File: src/rtl/spiw_pkg.sv
package spiw_pkg;

    localparam logic [7:0] ADDR_CMD  = 8'h00;
    localparam logic [7:0] ADDR_STAT = 8'h04;
    localparam logic [7:0] ADDR_BCTL = 8'h0C;
    localparam logic [7:0] ADDR_TXQ  = 8'h10;
    localparam logic [7:0] ADDR_RXQ  = 8'h20;

    localparam int NUM_CS = 4;

    // command word bit positions
    localparam int C_CPOL   = 26;
    localparam int C_CPHA   = 21;
    localparam int C_CSINV  = 16;
    localparam int C_TXEN   = 15;
    localparam int C_RXEN   = 14;
    localparam int C_CSLVL  = 13;
    localparam int C_CSSW   = 12;
    localparam int C_CSLO   = 5;

    // status word bit positions
    localparam int S_BUSY   = 31;
    localparam int S_RDY    = 30;
    localparam int S_TXFL   = 29;
    localparam int S_RXFL   = 28;
    localparam int S_UNF    = 27;
    localparam int S_OVF    = 26;

    // block-control bit positions
    localparam int B_GO     = 31;
    localparam int B_RXIE   = 27;
    localparam int B_TXIE   = 26;

    typedef struct packed {
        logic       cpol;
        logic       cpha;
        logic [4:0] len_m1;
        logic       tx_en;
        logic       rx_en;
    } shift_cfg_t;

    typedef struct packed {
        logic        go;
        logic        rx_ie;
        logic        tx_ie;
        logic [15:0] cnt_m1;
    } blk_ctl_t;

    typedef struct packed {
        logic              sw;
        logic              lvl;
        logic              inv;
        logic [NUM_CS-1:0] sel;
    } cs_cfg_t;

    typedef enum logic [1:0] {
        E_IDLE  = 2'd0,
        E_LOAD  = 2'd1,
        E_SHIFT = 2'd2,
        E_TAIL  = 2'd3
    } eng_state_e;

    function automatic shift_cfg_t cfg_from_cmd(input logic [31:0] c);
        shift_cfg_t r;
        r.cpol   = c[C_CPOL];
        r.cpha   = c[C_CPHA];
        r.len_m1 = c[4:0];
        r.tx_en  = c[C_TXEN];
        r.rx_en  = c[C_RXEN];
        return r;
    endfunction

    function automatic cs_cfg_t cs_from_cmd(input logic [31:0] c);
        cs_cfg_t r;
        r.sw  = c[C_CSSW];
        r.lvl = c[C_CSLVL];
        r.inv = c[C_CSINV];
        r.sel = c[C_CSLO +: NUM_CS];
        return r;
    endfunction

endpackage

File: src/rtl/spiw_fifo.sv
module spiw_fifo #(
    parameter int W     = 32,
    parameter int DEPTH = 4
) (
    input  logic         clk,
    input  logic         rst,
    input  logic         flush,
    input  logic         push,
    input  logic [W-1:0] din,
    input  logic         pop,
    output logic [W-1:0] dout,
    output logic         empty,
    output logic         full
);
    localparam int AW = (DEPTH > 1) ? $clog2(DEPTH) : 1;
    localparam int CW = $clog2(DEPTH + 1);

    logic [W-1:0]  mem [DEPTH];
    logic [AW-1:0] wp, rp;
    logic [CW-1:0] cnt;
    logic          do_push, do_pop;

    assign empty   = (cnt == '0);
    assign full    = (cnt == CW'(DEPTH));
    assign do_push = push && !full;
    assign do_pop  = pop && !empty;
    assign dout    = mem[rp];

    function automatic logic [AW-1:0] nxt(input logic [AW-1:0] p);
        return (p == AW'(DEPTH - 1)) ? '0 : p + 1'b1;
    endfunction

    always_ff @(posedge clk) begin
        if (rst || flush) begin
            wp  <= '0;
            rp  <= '0;
            cnt <= '0;
        end else begin
            if (do_push) begin
                mem[wp] <= din;
                wp      <= nxt(wp);
            end
            if (do_pop) rp <= nxt(rp);
            case ({do_push, do_pop})
                2'b10:   cnt <= cnt + 1'b1;
                2'b01:   cnt <= cnt - 1'b1;
                default: cnt <= cnt;
            endcase
        end
    end
endmodule

File: src/rtl/spiw_engine.sv
module spiw_engine
    import spiw_pkg::*;
#(
    parameter int CLK_DIV = 4
) (
    input  logic        clk,
    input  logic        rst,
    input  logic        start,
    input  shift_cfg_t  cfg_in,
    input  logic [15:0] cnt_m1,
    input  logic [31:0] tx_word,
    input  logic        tx_empty,
    input  logic        miso,
    output logic        tx_pop,
    output logic        rx_push,
    output logic [31:0] rx_word,
    output logic        active,
    output logic        done,
    output logic        phase,
    output logic        mosi
);
    localparam int HALF = CLK_DIV / 2;
    localparam int HCW  = (HALF > 1) ? $clog2(HALF) : 1;
    localparam logic [HCW-1:0] HC_TOP = HCW'(HALF - 1);

    eng_state_e  st;
    shift_cfg_t  cfg;
    logic [HCW-1:0] hc;
    logic [5:0]  eidx;
    logic [15:0] left;
    logic [31:0] tsr, rsr, load_word, aligned;
    logic        obit;
    logic        half_hit, fire, lead, smp, last;

    assign half_hit  = (hc == '0);
    assign fire      = (st == E_SHIFT) && half_hit;
    assign lead      = ~eidx[0];
    assign smp       = lead ^ cfg.cpha;
    assign last      = (eidx == {cfg.len_m1, 1'b1});
    assign tx_pop    = (st == E_LOAD) && cfg.tx_en && !tx_empty;
    assign load_word = (cfg.tx_en && !tx_empty) ? tx_word : 32'd0;
    assign aligned   = load_word << (5'd31 - cfg.len_m1);
    assign rx_word   = cfg.cpha ? {rsr[30:0], miso} : rsr;
    assign rx_push   = fire && last && cfg.rx_en;
    assign done      = (st == E_TAIL) && half_hit;
    assign active    = (st != E_IDLE);
    assign mosi      = obit;

    always_ff @(posedge clk) begin
        if (rst) begin
            st    <= E_IDLE;
            cfg   <= '0;
            hc    <= HC_TOP;
            eidx  <= '0;
            left  <= '0;
            tsr   <= '0;
            rsr   <= '0;
            obit  <= 1'b0;
            phase <= 1'b0;
        end else begin
            case (st)
                E_IDLE: begin
                    phase <= 1'b0;
                    if (start) begin
                        cfg  <= cfg_in;
                        left <= cnt_m1;
                        st   <= E_LOAD;
                    end
                end
                E_LOAD: begin
                    rsr  <= '0;
                    eidx <= '0;
                    hc   <= HC_TOP;
                    st   <= E_SHIFT;
                    if (!cfg.cpha) begin
                        obit <= aligned[31];
                        tsr  <= aligned << 1;
                    end else begin
                        tsr  <= aligned;
                    end
                end
                E_SHIFT: begin
                    if (!half_hit) begin
                        hc <= hc - 1'b1;
                    end else begin
                        hc    <= HC_TOP;
                        phase <= ~phase;
                        eidx  <= eidx + 1'b1;
                        if (smp) begin
                            rsr <= {rsr[30:0], miso};
                        end else begin
                            obit <= tsr[31];
                            tsr  <= tsr << 1;
                        end
                        if (last) begin
                            if (left == '0) begin
                                st <= E_TAIL;
                            end else begin
                                left <= left - 1'b1;
                                st   <= E_LOAD;
                            end
                        end
                    end
                end
                E_TAIL: begin
                    if (!half_hit) begin
                        hc <= hc - 1'b1;
                    end else begin
                        obit <= 1'b0;
                        st   <= E_IDLE;
                    end
                end
                default: st <= E_IDLE;
            endcase
        end
    end
endmodule

File: src/rtl/spi_word_master.sv
module spi_word_master
    import spiw_pkg::*;
#(
    parameter int CLK_DIV    = 4,
    parameter int FIFO_DEPTH = 4
) (
    input  logic        clk,
    input  logic        rst,
    input  logic        bus_wr,
    input  logic        bus_rd,
    input  logic [7:0]  bus_addr,
    input  logic [31:0] bus_wdata,
    output logic [31:0] bus_rdata,
    output logic        sclk,
    output logic        mosi,
    input  logic        miso,
    output logic [3:0]  cs_pins,
    output logic        irq
);
    logic [31:0] cmd_q;
    blk_ctl_t    bctl_q;
    logic        rdy_q, ovf_q, unf_q;

    shift_cfg_t  cfg_now;
    cs_cfg_t     csc;

    logic        wr_cmd, wr_stat, wr_bctl, wr_txq, rd_rxq;
    logic        tx_flush, rx_flush;
    logic        tx_empty, tx_full, rx_empty, rx_full;
    logic [31:0] tx_head, rx_head, rx_word;
    logic        tx_pop, rx_push;
    logic        eng_active, eng_done, eng_phase, start;
    logic [NUM_CS-1:0] cs_act;

    assign cfg_now  = cfg_from_cmd(cmd_q);
    assign csc      = cs_from_cmd(cmd_q);

    assign wr_cmd   = bus_wr && (bus_addr == ADDR_CMD);
    assign wr_stat  = bus_wr && (bus_addr == ADDR_STAT);
    assign wr_bctl  = bus_wr && (bus_addr == ADDR_BCTL);
    assign wr_txq   = bus_wr && (bus_addr == ADDR_TXQ);
    assign rd_rxq   = bus_rd && (bus_addr == ADDR_RXQ);
    assign tx_flush = wr_stat && bus_wdata[S_TXFL];
    assign rx_flush = wr_stat && bus_wdata[S_RXFL];
    assign start    = wr_bctl && bus_wdata[B_GO] && !eng_active && !bctl_q.go;

    spiw_fifo #(.W(32), .DEPTH(FIFO_DEPTH)) u_txq (
        .clk(clk), .rst(rst), .flush(tx_flush),
        .push(wr_txq), .din(bus_wdata),
        .pop(tx_pop), .dout(tx_head),
        .empty(tx_empty), .full(tx_full)
    );

    spiw_fifo #(.W(32), .DEPTH(FIFO_DEPTH)) u_rxq (
        .clk(clk), .rst(rst), .flush(rx_flush),
        .push(rx_push), .din(rx_word),
        .pop(rd_rxq), .dout(rx_head),
        .empty(rx_empty), .full(rx_full)
    );

    spiw_engine #(.CLK_DIV(CLK_DIV)) u_eng (
        .clk(clk), .rst(rst), .start(start),
        .cfg_in(cfg_now), .cnt_m1(bus_wdata[15:0]),
        .tx_word(tx_head), .tx_empty(tx_empty), .miso(miso),
        .tx_pop(tx_pop), .rx_push(rx_push), .rx_word(rx_word),
        .active(eng_active), .done(eng_done),
        .phase(eng_phase), .mosi(mosi)
    );

    always_ff @(posedge clk) begin
        if (rst) begin
            cmd_q  <= '0;
            bctl_q <= '0;
            rdy_q  <= 1'b0;
            ovf_q  <= 1'b0;
            unf_q  <= 1'b0;
        end else begin
            if (wr_cmd) cmd_q <= bus_wdata;
            if (wr_bctl && !eng_active && !bctl_q.go) begin
                bctl_q.go     <= bus_wdata[B_GO];
                bctl_q.rx_ie  <= bus_wdata[B_RXIE];
                bctl_q.tx_ie  <= bus_wdata[B_TXIE];
                bctl_q.cnt_m1 <= bus_wdata[15:0];
            end else if (eng_done) begin
                bctl_q.go <= 1'b0;
            end
            if (eng_done)
                rdy_q <= 1'b1;
            else if (wr_stat && bus_wdata[S_RDY])
                rdy_q <= 1'b0;
            if (wr_txq && tx_full)
                ovf_q <= 1'b1;
            else if (wr_stat && bus_wdata[S_OVF])
                ovf_q <= 1'b0;
            if (rd_rxq && rx_empty)
                unf_q <= 1'b1;
            else if (wr_stat && bus_wdata[S_UNF])
                unf_q <= 1'b0;
        end
    end

    always_comb begin
        case (bus_addr)
            ADDR_CMD:  bus_rdata = cmd_q;
            ADDR_STAT: bus_rdata = {eng_active, rdy_q, 2'b00, unf_q, ovf_q,
                                    rx_empty, rx_full, tx_empty, tx_full, 22'd0};
            ADDR_BCTL: bus_rdata = {bctl_q.go, 3'b000, bctl_q.rx_ie, bctl_q.tx_ie,
                                    10'd0, bctl_q.cnt_m1};
            ADDR_RXQ:  bus_rdata = rx_empty ? 32'd0 : rx_head;
            default:   bus_rdata = 32'd0;
        endcase
    end

    generate
        for (genvar i = 0; i < NUM_CS; i++) begin : g_cs
            assign cs_act[i]  = csc.sel[i] && (csc.sw ? csc.lvl : eng_active);
            assign cs_pins[i] = csc.inv ? cs_act[i] : ~cs_act[i];
        end
    endgenerate

    assign sclk = eng_phase ^ cfg_now.cpol;
    assign irq  = rdy_q && ((bctl_q.tx_ie && cfg_now.tx_en) ||
                            (bctl_q.rx_ie && cfg_now.rx_en));
endmodule

File: config.mk
export PLATFORM = sky130hd
export DESIGN_NAME = spi_word_master
export DESIGN_NICKNAME = d
export VERILOG_FILES = /design/src/rtl/spiw_pkg.sv /design/src/rtl/spiw_fifo.sv /design/src/rtl/spiw_engine.sv /design/src/rtl/spi_word_master.sv
export SDC_FILE = /design/constraint.sdc
export NUM_CORES = 1
export LEC_CHECK = 0
export BUFFER_PORTS_ARGS = -buffer_cell sky130_fd_sc_hd__buf_2
export CORE_MARGIN = 1.5
export CORE_UTILIZATION = 40
export CTS_CLUSTER_DIAMETER = 100
export DETAILED_ROUTE_END_ITERATION = 10
export SLEW_MARGIN = 20
export SYNTH_ARGS = -nofsm -noshare
export SYNTH_HDL_FRONTEND = slang
export SYNTH_SLANG_ARGS = --single-unit
File: constraint.sdc
create_clock -name clk -period 3.22 [get_ports clk]
set_clock_uncertainty 0.05 [all_clocks]
set_input_delay 0.161 -clock clk [delete_from_list [all_inputs] [get_ports clk]]
set_output_delay 0.161 -clock clk [all_outputs]
set_load 0.01 [all_outputs]
Yosys cells after proc, flatten, opt, wreduce, memory -nomap -nowiden
Memory sizes are Yosys's and may differ from the RTL's. A register that Yosys moved wholly into a read port is not among the register bits.
Cells that the tools add are included.
{ "totals": {"reg_bits": 167, "ramBits": 256, "output_inout_bits": 39, "mem_count": 2} }
{ "op_classes": {"n_addsub": 12, "eq_ne": 26, "n_shift": 1, "mux": 63, "bitwise_logic": 9, "reduce_logical": 67} }
{ "mem_list": {"columns": ["name", "depth", "word_bits", "rd", "rd_clocked_by_memory_dff", "write_ports", "line", "rtl"], "rows": [
  ["u_rxq.mem", 4, 32, 1, 1, 1, "spiw_fifo.sv:18", "logic [W-1:0] mem [DEPTH];"],
  ["u_txq.mem", 4, 32, 1, 1, 1, "spiw_fifo.sv:18", null]
]} }
{ "ops": {"columns": ["cell", "count"], "rows": [
  ["$mux W32", 8],
  ["$pmux W32 S2", 2],
  ["$pmux W32 S4", 1],
  ["$mux W16", 4],
  ["$logic_and A1 B1 Y1", 35],
  ["$pmux W16 S2", 1],
  ["$shl A32 B5 Y32", 1],
  ["$mux W1", 26],
  ["$mux W2", 13],
  ["$reduce_bool A2 Y1", 9],
  ["$eq A2 B2 Y1 const B", 8],
  ["$logic_not A16 Y1", 1],
  ["$sub A16 B1 Y16 const B", 1],
  ["$ne A2 B2 Y1 const B", 6],
  ["$pmux W3 S2", 2],
  ["$pmux W6 S2", 1],
  ["$reduce_and A5 Y1", 2],
  ["$add A2 B1 Y2 const B", 4],
  ["$eq A8 B3 Y1 const B", 1],
  ["$eq A8 B4 Y1 const B", 1],
  ["$eq A8 B5 Y1 const B", 1],
  ["$eq A8 B6 Y1 const B", 1],
  ["$logic_not A8 Y1", 1],
  ["$pmux W2 S4", 1],
  ["other kinds (22)", 47]
]} }

Longest topological paths before layout
Gate-level depths: netlist (run 1).
{ "logic_depth": {"depth_word": 8, "mapped_depth": 12} }

Cells and area by module
Synthesis (run 1) repeated with hierarchy kept, for this count alone.
{ "hier_totals": {"hier_cells": 1752, "area_unflattened_um2": 20653.6} }
{ "by_module_without_submodules": {"columns": ["mod", "n_inst", "cells_each", "area_each_um2"], "rows": [
  ["spiw_engine", 1, 951, 7332.0],
  ["spiw_fifo at u_txq", 1, 223, 5111.2],
  ["spiw_fifo at u_rxq", 1, 223, 5109.9],
  ["spi_word_master", 1, 355, 3100.5]
]} }

Least setup slack after synthesis (run 1)
No wires, ideal clock.
{ "synth_path": {"path_type": "input to register", "start": "in bus_addr[3]", "end": "mem u_txq.mem[0][0], enable pin", "setup_ns": 0.392, "t_arrival_ns": 2.413, "required_time_ns": 2.778, "slack_ns": 0.365, "stages": 6, "path_cell_list": "or3_1 or4_1 nor3_1 nand2b_1 nor2_1 and2_1"} }
{ "synth_between": {"elab_chain_cells": 6, "elab_cells_between_ends": 10, "classes_between": "eq/ne (2); mux (3); reduce/logical (5)"} }
{ "synth_rtl": {"columns": ["element", "line", "rtl"], "rows": [
  ["from (decl)", "spi_word_master.sv:11", "input logic [7:0] bus_addr,"],
  ["$eq A8 B5 Y1 or $eq A8 B3 Y1 (tied branches)", "spi_word_master.sv:41, spi_word_master.sv:39", null],
  ["$logic_and A1 B1 Y1, on equally long branches", "spi_word_master.sv:41, spi_word_master.sv:39", null],
  ["$logic_and A1 B1 Y1, on equally long branches", "spiw_fifo.sv:25, spi_word_master.sv:43", null],
  ["$mux W1 or $logic_or A1 B1 Y1 (tied branches)", "spiw_fifo.sv:39, spiw_fifo.sv:34", null],
  ["$mux W1 (*)", "spiw_fifo.sv:34", "if (rst || flush) begin"],
  ["$mux W1 (implied by the code) (*)", "spiw_fifo.sv:40", "mem[wp] <= din;"],
  ["to (decl)", "spiw_fifo.sv:18", null]
]} }
Mark *: on every way between the ends. The rest lies on a longest branch, timed or not.

==> results.json, run 1 <==
{
  "syn_nets": 1829,
  "synth-edff-count": 256,
  "syn_to_final_growth_pct": 16.7,
  "cp-start-kind": "register",
  "peakVddDrop_v": 0.000405,
  "setup_tns_ns": 0,
  "antenna_found_initial": 1,
  "initial_core_util_pct": 40.3,
  "synth_mux_area_share_pct": 14.7,
  "drive_gt1_share_pct": 19.4,
  "routed_wl_um": 54900,
  "drt_iter0_markers": 1541,
  "dp_cells": 2456,
  "crit_path_cell_trace": "buf_12, mux4_2, mux4_2, o2bb2ai_1, a21oi_1, o21ba_1, a2111oi_2, a211oi_1",
  "place.gp.congestion": 0.941,
  "clk_pin_slew_ns": 0.06,
  "hold_viol_final": 0,
  "avgSynthCellArea_um2": 11.4,
  "syn_inst": 1768,
  "coreArea_um2": 50000,
  "cts_tree": "done",
  "synth_xor_xnor_area_share_pct": 0.782,
  "maxCapViolations": 0,
  "setup_violations": 0,
  "hold_class": "input port to register",
  "grt_pass1_vias": 14800,
  "num_vias": 14800,
  "die_h_um": 227,
  "io_buffers": 83,
  "drc": 0,
  "synth_compound_area_share_pct": 12.2,
  "crit_slowest_cell": "dfxtp_2",
  "fmax_mhz": 343,
  "final_cells": 2582,
  "path_class": "register to register",
  "drtPass1Iterations": 6,
  "vias_per_cell": 5.74,
  "cts_hold_buf": 37,
  "fin_crit_ns": 2.91,
  "async_flop_share_pct": 0,
  "ys_seq_area_share_pct": 55.1,
  "dp_hpwl_um": 36400,
  "p_leak_uw": 0.00800,
  "cp.arrival_ns": 3.31,
  "synth_fa_ha_area_share_pct": 1.07,
  "fin_ws_ns": 0.308,
  "grt_use_total_pct": 21.4,
  "powerDensity_nw_per_um2": 484,
  "grt_max_degree": 114,
  "synth_cell_type_count": 81,
  "syn_area_um2": 20200,
  "io_pins": 84,
  "clock_path_buffers": 3,
  "synth_top_family_by_area": "multiplexers",
  "avgRoutedWirePerCell_um": 21.2,
  "synthSimpleGateAreaFrac_pct": 12.8,
  "grt_pass1_wl_um": 85500,
  "synth_flop_cell": "edfxtp_1",
  "max_stage_delay_ns": 0.60,
  "rows": 82,
  "drv_slew": 0,
  "numCtsBuffers": 47,
  "cts.sinks": 427,
  "worstMarginPinSlew_ns": 0.904,
  "cts-htree-levels": 2,
  "ant_nets": 0,
  "dp_slack_ns": 0.183,
  "cp_data_required_time_ns": 3.62,
  "cts_root_buf": "clkbuf_16",
  "status": "completed",
  "rsz0062_at_grt": "false",
  "p_total_uw": 11400,
  "period_share_pct": 90.4,
  "slew_headroom_pct": 39.5,
  "cp_max_fo": 16,
  "synth_seq_cells": 427,
  "post_cts_buffers": 0,
  "yosysWarnings": 0,
  "r2r_slack_ns": 0.31,
  "cts_resized": 0,
  "grt_overflow": 0,
  "crit_path_end_kind": "register",
  "fin_nets": 1931,
  "fp.dieW_um": 227,
  "clock_latency_ns": 0.60,
  "dieArea_um2": 51700,
  "cpMostUsedCell": "mux4_2"
}
## per-stage QoR
step / util [%] / instance area [um^2] / hold WS, ns
3_3_place_gp: 43.2 / 21600 / 0.355
4_1_cts: 47.0 / 23500 / 0.0238
2_1_floorplan: - / 20200 / 0.210
3_5_place_dp: 43.2 / 21600 / 0.370
6_report: 47.0 / 23500 / 0.0586
5_1_grt: 47.0 / 23500 / 0.0721
## power by group
group,switching [uW],total [uW],internal (uW)
clock,2240,5440,3200
combinational,120,183,62.6
sequential,1.15,5750,5750
total,2360,11400,9010
## Yosys cell counts, types with 5 or more instances
master | count | area share (%)
a21oi_1 | 140 | 3.5
or3_1 | 12 | 0.37
a22o_1 | 11 | 0.48
o31ai_1 | 10 | 0.37
nand3_1 | 64 | 1.6
nand3b_1 | 5 | 0.19
a222oi_1 | 5 | 0.25
and2_1 | 15 | 0.47
a32oi_1 | 6 | 0.26
o22ai_1 | 13 | 0.40
clkbuf_1 | 93 | 1.7
a221oi_1 | 13 | 0.57
xor2_1 | 14 | 0.61
o32ai_1 | 6 | 0.26
and3_1 | 10 | 0.31
dfxtp_1 | 171 | 17
nor3_1 | 34 | 0.84
nand2_1 | 253 | 4.7
buf_1 | 19 | 0.35
nand4_1 | 11 | 0.34
nor4_1 | 12 | 0.37
nand2b_1 | 8 | 0.25
o211ai_1 | 8 | 0.30
o21ai_1 | 8 | 0.20
mux2i_1 | 64 | 3.2
nor2_1 | 133 | 2.5
o2bb2ai_1 | 7 | 0.30
a211oi_1 | 15 | 0.56
ha_1 | 14 | 0.87
mux2_2 | 55 | 3.1
inv_1 | 24 | 0.45
o21ai_0 | 48 | 1.2
a21o_1 | 5 | 0.19
mux4_2 | 74 | 8.3
buf_2 | 13 | 0.32
a22oi_1 | 36 | 1.3
nor2b_1 | 8 | 0.25
edfxtp_1 | 256 | 38
## logic make-up (layout without fill, tap and decap cells)
kind of cell | count (synthesis) | after routing
AND/OR/NAND/NOR | 581 | 581
buffers and inverters | 157 | 298
XOR/XNOR | 18 | 18
AO/OA/AOI/OAI | 373 | 373
adder cells (fa/ha/maj) | 16 | 16
flip-flops | 427 | 427
multiplexers | 196 | 196
other | 0 | 1
## worst max-delay path: cells and delay by family, from the launching register on
family / cells / cell delay, ns
AOI/OAI and AO/OA: 5 / 1.03
muxes: 2 / 0.89
DFF: 1 / 0.60
buffers and inverters: 1 / 0.20
## registers in the layout, summed over array words and instances, names as in the netlist, 6 cells and up, named ones only
signal      flops
u_eng.rsr      32
bctl_q         19
u_eng.eidx      6
u_rxq.mem     128
u_txq.mem     128
cmd_q          32
u_eng.cfg       8
u_eng.tsr      32
u_eng.left     16
## placed cells by master (no fill, tap or decap), types with 7 or more instances in the layout
cell and n:
buf_4 50, nand2_1 253, nor3_1 33, a22o_1 11
dlygate4sd3_1 37, inv_1 24, a22oi_1 36, and2_1 16
a221oi_1 13, mux2i_1 64, a211oi_1 15, nand3_1 64
o31ai_1 9, o22ai_1 13, o2bb2ai_1 7, clkbuf_16 47
o211ai_1 8, nand2b_1 7, ha_1 14, o21ai_1 8
nand4_1 11, or3_1 12, edfxtp_1 256, clkbuf_1 9
o21ai_0 48, buf_12 16, dfxtp_1 167, buf_2 82
mux4_2 74, and3_1 10, nor4_1 12, a21oi_1 140
mux2_2 55, clkinv_1 11, nor2_1 133, xor2_1 14
## cell type report
cell class                 count  area, um^2
antenna                        1        2.50
sequential                   427       11100
tap                          672         841
fill                        4577       26500
inverter                      25        93.8
clock buffer                  60        1260
clock inverter                28         304
multi-input combinational   1184        8410
timing repair buffer         185        1480
## per-layer routing
layer	global-route usage, %	vias to the layer above	share of wire, %
li1	-	6848	-
met1	29.2	7352	44
met2	34.9	496	48
met3	3.03	115	5.5
met4	7.71	0	2.9
met5	0	-	0
## final timing paths
path | start | endpoint | depth (start not counted)
max | register | u_eng.tsr[22] | 8
min | bus_addr[5] | u_txq.wp[1] | 5
max reg2reg | register | u_eng.tsr[22] | 8
min reg2reg | cmd_q[10] | cmd_q[10] | 2
(Power assumes the default switching activity.)
==> run 2, diff against run 1 <==
CELL_PAD_IN_SITES_DETAIL_PLACEMENT = 0   (was unset)
CELL_PAD_IN_SITES_GLOBAL_PLACEMENT = 2   (was unset)
PLACE_DENSITY_LB_ADDON = 0.1   (was unset)
==> run 2 against run 1 <==
Compared with the run above:
- die area unchanged
- maximum frequency decreased by 3.1%
- routed wire length increased by 8.0%
- core utilization increased by 0.45 points
- critical path depth increased by 1
- setup slack got worse by 0.094 ns
- global-route usage increased by 1.9 points
==> results.json, run 2 (synthesized netlist as in run 1, its figures left out) <==
{
  "status": "completed",
  "cp.arrival_ns": 3.42,
  "drt_iter0_markers": 999,
  "rows": 82,
  "crit_path_end_kind": "register",
  "peakVddDrop_v": 0.000465,
  "grt_use_total_pct": 23.3,
  "hold_viol_final": 0,
  "grt_overflow": 0,
  "final_cells": 2608,
  "place_area_um2": 21800,
  "hold_slack_ns": 0.0758,
  "avgRoutedWirePerCell_um": 22.7,
  "grt_max_degree": 84,
  "numCtsBuffers": 47,
  "cp-start-kind": "register",
  "worstRegToRegCells": 9,
  "reg_top3": "u_rxq.mem x128, u_txq.mem x128",
  "cts_tree": "done",
  "fin_crit_ns": 3.01,
  "rsz0062_at_grt": "false",
  "grt_pass1_wl_um": 90700,
  "layout_commonest_cell": "edfxtp_1",
  "r2r-end": "u_eng.tsr[15]",
  "cts-htree-levels": 2,
  "insertedDiodeCount": 0,
  "clk_pin_slew_ns": 0.06,
  "drc": 0,
  "fin_nets": 1958,
  "io_pins": 84,
  "fin_area_um2": 23700,
  "worstHoldEndpoint": "u_txq.wp[1]",
  "coreArea_um2": 50000,
  "utilization_pct": 47.5,
  "slew_headroom_pct": 43.5,
  "period_share_pct": 93.3,
  "syn_to_final_growth_pct": 17.8,
  "dp_cells": 2482,
  "layout_common_cells": "edfxtp_1 (256), nand2_1 (253), dfxtp_1 (167)",
  "fmax_mhz": 333,
  "drv_slew": 0,
  "vias_per_cell": 5.65,
  "num_vias": 14700,
  "num-fill-cells": 4663,
  "cp_max_fo": 28,
  "drtPass1Iterations": 5,
  "hold_depth": 6,
  "dieArea_um2": 51700,
  "io_buffers": 83,
  "setup_tns_ns": 0,
  "cts.sinks": 427,
  "place.gp.congestion": 0.887,
  "clock_path_buffers": 3,
  "worstMarginPinSlew_ns": 0.838,
  "die_h_um": 227,
  "grt_pass1_vias": 14600,
  "clock_latency_ns": 0.59,
  "routed_wl_um": 59300,
  "cp_data_required_time_ns": 3.64,
  "hold_class": "input port to register",
  "ant_nets": 0,
  "drive_gt1_share_pct": 21.1,
  "maxCapViolations": 0,
  "post_cts_buffers": 0,
  "cts_root_buf": "clkbuf_16",
  "dp_hpwl_um": 40800,
  "setup_violations": 0,
  "r2r_slack_ns": 0.21,
  "min_from": "bus_addr[4]",
  "initial_core_util_pct": 40.3,
  "powerDensity_nw_per_um2": 485,
  "p_leak_uw": 0.00817,
  "antenna_found_initial": 0,
  "fp.dieW_um": 227,
  "path_class": "register to register"
}
==> run 2: how the worst max path moves through the flow <==
stage / startpoint / slack [ns] / endpoint / cells after the start
2_1_floorplan: bus_addr[3] / 0.36 / u_txq.mem[0][0] / 6
3_3_place_gp: register / 0.07 / u_eng.tsr[15] / 9
3_5_place_dp: register / 0.08 / u_eng.tsr[15] / 9
4_1_cts: register / 0.06 / u_eng.tsr[15] / 9
5_1_grt: register / 0.13 / u_eng.tsr[31] / 9
6_report: register / 0.21 / u_eng.tsr[15] / 9
==> run 2: cell type report <==
class                      instances  area [um^2]  share of cell area (%)
clock inverter                    30          303                    1.28
inverter                          25         93.8                   0.395
multi-input combinational       1184         8410                    35.4
clock buffer                      58         1300                    5.48
sequential                       427        11100                    46.8
timing repair buffer             212         1670                    7.03
tap                              672          841                    3.54
==> run 2: per-layer routing <==
layer | wire length (um) | global-route usage, %
met2 | 28500 | 38.4
met3 | 2490 | 2.85
met4 | 1980 | 8.99
met5 | 0 | 0
met1 | 26300 | 31.5
==> run 2: through the flow <==
| step | setup slack, ns | power, uW |
|---|---|---|
| after floorplan | 0.365 | 5920 |
| after global placement | 0.0652 | 6020 |
| after detailed placement | 0.0794 | 6030 |
| after CTS | 0.0644 | 11600 |
| after global routing | 0.131 | 11900 |
| final | 0.214 | 11500 |
==> run 2: timing repair <==
action,4_1_cts,5_1_grt
hold endpoints to repair,210,0
hold buffers,38,0
gates resized for setup,0,1
endpoints found under the setup margin,0,1
==> run 2: report_power, final <==
| part | leakage (uW) | total, uW | switching [uW] | internal (uW) |
|---|---|---|---|---|
| Sequential | 0.00371 | 5750 | 1.21 | 5750 |
| Combinational | 0.00367 | 190 | 125 | 65.2 |
| Clock | 0.000785 | 5570 | 2280 | 3290 |
==> run 2: worst max-delay path, cell delays in order, from the launching register on <==
cell and delay [ns]:
dfxtp_2 0.34, buf_12 0.22, mux4_2 0.60, mux4_2 0.54, nand2_1 0.10, o21ai_1 0.07
o21ai_1 0.44, buf_4 0.21, nand2_1 0.05, a41o_1 0.24
